[config.mk]
export PLATFORM = sky130hd
export DESIGN_NAME = pfd_pump
export DESIGN_NICKNAME = d
export VERILOG_FILES = /design/src/rtl/pfd_pump.sv
export SDC_FILE = /design/constraint.sdc
export NUM_CORES = 1
export LEC_CHECK = 0
export BUFFER_PORTS_ARGS = -buffer_cell sky130_fd_sc_hd__buf_2
export CORE_AREA = 2 2 39 41
export CTS_CLUSTER_DIAMETER = 100
export DETAILED_ROUTE_END_ITERATION = 10
export DIE_AREA = 0 0 41 43
export PLACE_DENSITY = 0.36
export SLEW_MARGIN = 25
export SYNTH_ARGS = -nofsm -noshare
export SYNTH_HDL_FRONTEND = slang
export SYNTH_SLANG_ARGS = --single-unit
[constraint.sdc]
create_clock -name clk -period 1.6 [get_ports clk]
set_input_delay 0.32 -clock clk [delete_from_list [all_inputs] [get_ports clk]]
set_output_delay 0.32 -clock clk [all_outputs]
set_load 0.02 [all_outputs]
[src/rtl/pfd_pump.sv]
module pfd_pump #(
  parameter int LOCK_WIN = 1
) (
  input  logic clk,
  input  logic rst_n,
  input  logic ref_in,
  input  logic fb_in,
  output logic pas_en,
  output logic pas_lvl,
  output logic act_en,
  output logic act_lvl,
  output logic v_out,
  output logic r_out,
  output logic lock_o
);

  localparam int CNT_W = (LOCK_WIN < 1) ? 1 : $clog2(LOCK_WIN + 1);
  localparam logic [CNT_W-1:0] WIN = CNT_W'(LOCK_WIN);

  logic ref_d, fb_d;
  logic up_q, dn_q;
  logic ref_rise, fb_rise;
  logic up_set, dn_set, both;
  logic pump;
  logic [CNT_W-1:0] run_q;

  assign ref_rise = ref_in & ~ref_d;
  assign fb_rise  = fb_in & ~fb_d;
  assign up_set   = up_q | ref_rise;
  assign dn_set   = dn_q | fb_rise;
  assign both     = up_set & dn_set;
  assign pump     = up_q | dn_q;

  always_ff @(posedge clk) begin
    if (!rst_n) begin
      ref_d <= 1'b0;
      fb_d  <= 1'b0;
      up_q  <= 1'b0;
      dn_q  <= 1'b0;
    end else begin
      ref_d <= ref_in;
      fb_d  <= fb_in;
      up_q  <= up_set & ~both;
      dn_q  <= dn_set & ~both;
    end
  end

  always_ff @(posedge clk) begin
    if (!rst_n)
      run_q <= '0;
    else if (!(up_set ^ dn_set))
      run_q <= '0;
    else if (!pump)
      run_q <= '0;
    else if (run_q != WIN)
      run_q <= run_q + 1'b1;
  end

  assign pas_en  = pump;
  assign act_en  = pump;
  assign pas_lvl = up_q;
  assign act_lvl = dn_q;
  assign v_out   = ~dn_q;
  assign r_out   = ~up_q;
  assign lock_o  = ~(pump && run_q == WIN);


  ref_lead_chk: assert property (@(posedge clk) disable iff (!rst_n)
    (ref_in && !ref_d && !(fb_in && !fb_d) && !dn_q)
      |=> (pas_en && pas_lvl && act_en && !act_lvl && v_out && !r_out));


  fb_lead_chk: assert property (@(posedge clk) disable iff (!rst_n)
    (fb_in && !fb_d && !(ref_in && !ref_d) && !up_q)
      |=> (pas_en && !pas_lvl && act_en && act_lvl && !v_out && r_out));


  no_overlap_chk: assert property (@(posedge clk) disable iff (!rst_n)
    !(up_q && dn_q));


  coincide_chk: assert property (@(posedge clk) disable iff (!rst_n)
    (ref_in && !ref_d && fb_in && !fb_d && !up_q && !dn_q)
      |=> (!pas_en && !act_en && v_out && r_out));


  polarity_chk: assert property (@(posedge clk) disable iff (!rst_n)
    pas_en |-> (act_lvl != pas_lvl));


  idle_lock_chk: assert property (@(posedge clk) disable iff (!rst_n)
    (!pas_en && !act_en) |-> lock_o);


  first_cycle_lock_chk: assert property (@(posedge clk) disable iff (!rst_n)
    $rose(pas_en) |-> lock_o);

endmodule

==> flow_summary.json <==
{
  "post-route-drc-count": 0,
  "max_cap_violations": 0,
  "path_depth": 3,
  "slew_headroom_pct": 88.7,
  "die_area_sq_mm": 0.00176,
  "gr-total-overflow": 0,
  "finalCritPeriodShare_pct": 86.3,
  "rsz0062_at_grt": "false",
  "n_antenna_cell": 0,
  "critical-path-top-delay-family": "flip-flops",
  "endpoint_kind": "output port",
  "total_leakage_power_nw": 0.159,
  "post_drt_wl_per_cell_microns": 7.94,
  "post-cts-setup-buffers": 0,
  "cts-root-buf": "clkbuf_4",
  "ys_ff_latch": 5,
  "clk_latency_ps": 240,
  "syn_nets": 29,
  "ys_seq_area_share_pct": 45.5,
  "antenna_found_initial": 0,
  "critPathKind": "register to output port",
  "cts_buffer_depth": 2,
  "die_w_microns": 41,
  "drt_wl_total_microns": 413,
  "ant_nets": 0,
  "cts.sinks": 5,
  "grt_busiest_layer": "met1",
  "yosys-top-cells-count": "5 x dfxtp_1, 4 x and2_1, 4 x inv_1, 2 x a21oi_1, 2 x ha_1",
  "tritoncts": "built",
  "worstHoldPathCells": 2,
  "worst_slew_pin_slew_ps": 170,
  "cts_buffers": 3,
  "cp-start-kind": "register",
  "coreArea_sq_mm": 0.00138,
  "drive_gt1_share_pct": 41.7,
  "hold_buffers": 0,
  "cp_slowest_stage_delay_ps": 340,
  "synth_edf_count": 0,
  "cts.clk_slew.worst_paths_ps": 50,
  "grt_pass1_vias": 170,
  "ys_warn_count": 0,
  "die_h_microns": 43,
  "min_period_ps": 1380,
  "yosysUniqueCellTypes": 11,
  "initial_core_util_pct": 15.9,
  "synth.largest_area_cell": "dfxtp_1",
  "drv_slew": 0,
  "grt_pass1_wl_microns": 724,
  "firstDrtPassIters": 2,
  "routabilityCongestion": 0.685,
  "synth_top_area_share_pct": 45.5,
  "via_per_inst": 3.62,
  "finalSetupTns_ps": 0,
  "portBuffers": 10,
  "synthArstFlopShare_pct": 0,
  "syn2layout_area_growth_pct": 40.3,
  "required_ps": 1280,
  "ff2ff_setup_slack_ps": 530,
  "timing.hold.ws_ps": 315,
  "slowest_stage": "dfxtp_1",
  "worstHoldPathType": "input port to register",
  "cts.htree.levels": 1,
  "cts_resized": 0,
  "irDropWorstVdd_mv": 0.321,
  "path_cells": "or2_4 > nand2_1 > buf_2",
  "max_freq_ghz": 0.724,
  "finalHoldViolCount": 0,
  "grt.met3_usage_pct": 3.14,
  "yosysMostFrequentCell": "dfxtp_1",
  "via_count": 188,
  "synthFlopType": "dfxtp_1",
  "io_pins": 11,
  "final.setup_skew_ps": 2.49,
  "drt_iter0_drc": 1,
  "crit_buf_inv": 1,
  "syn_avg_cell_area_sq_um": 9.57,
  "layout.nets": 43,
  "grt_max_degree": 6,
  "netlist_instances": 23,
  "cp.arrival_ps": 1060,
  "gr-usage-met1_pct": 8.97,
  "synth.cell_area_sq_um": 220,
  "power_density_mw_per_mm2": 1100,
  "r2r_cells": 4,
  "grt_use_total_pct": 6.72,
  "synth_area_leaders": "dfxtp_1 45%, and2_1 11%, ha_1 11%",
  "cp_max_fo": 5,
  "rows": 14,
  "finalSetupViolCount": 0,
  "use_met2_pct": 6.56,
  "status": "completed"
}
## cell type report
cell class	count	area, sq um
sequential	5	100
clock buffer	4	26.3
fill	160	1070
tap	16	20.0
timing repair buffer	10	50.0
multi-input combinational	13	97.6
inverter	4	15.0
## cells in the final DEF, fill, tap and decap left out
| master | netlist | layout |
|---|---|---|
| a21oi_1 | 2 | 2 |
| and3b_1 | 1 | 1 |
| and2_1 | 4 | 4 |
| clkbuf_4 | 0 | 3 |
| or2_4 | 1 | 1 |
| buf_2 | 0 | 10 |
| a21o_2 | 1 | 1 |
| ha_1 | 2 | 2 |
| dfxtp_1 | 5 | 5 |
| inv_1 | 4 | 4 |
| a21o_1 | 1 | 1 |
| nand2_1 | 1 | 1 |
| clkbuf_1 | 0 | 1 |
## sequential cells by signal, summed over array words and instances (netlist names)
signal	cells
act_lvl	1
run_q	1
ref_d	1
pas_lvl	1
fb_d	1
## stage by stage
stage	cells	power [W]	utilization (%)	setup WS [ps]	cell area (sq um)
after detailed placement	48	0.000197	20.4	447	283
final	52	0.000341	22.3	218	309
after global placement	48	0.000197	20.4	449	283
after CTS	52	0.000350	22.3	200	309
after global routing	52	0.000362	22.3	171	309
after floorplan	23	0.000180	-	408	220
## per-layer routing
layer / vias to the layer above / share of wire [%]
met4: 0 / 1.5
met5: - / 0
met3: 2 / 8.5
met1: 83 / 44
met2: 7 / 46
li1: 96 / -
## power by group
| part | total [W] | switching, W | internal, W |
|---|---|---|---|
| Sequential | 0.000137 | 0.00000489 | 0.000132 |
| Combinational | 0.0000567 | 0.0000315 | 0.0000253 |
| Clock | 0.000148 | 0.0000532 | 0.0000944 |
| Total | 0.000341 | 0.0000896 | 0.000252 |
## path summary, 6_finish.rpt
kind / start / end
hold reg to reg: act_lvl / run_q
hold / removal: fb_in / fb_d
setup / recovery: pas_lvl / lock_o
setup reg to reg: ref_d / run_q
## cell families after synthesis
logic type | synth area share [%]
buf+inv | 10.2
fa+ha+maj | 11.4
flops | 45.5
simple gates | 21.0
compound gates | 11.9
No activity file was read; power rests on OpenSTA's default activity.
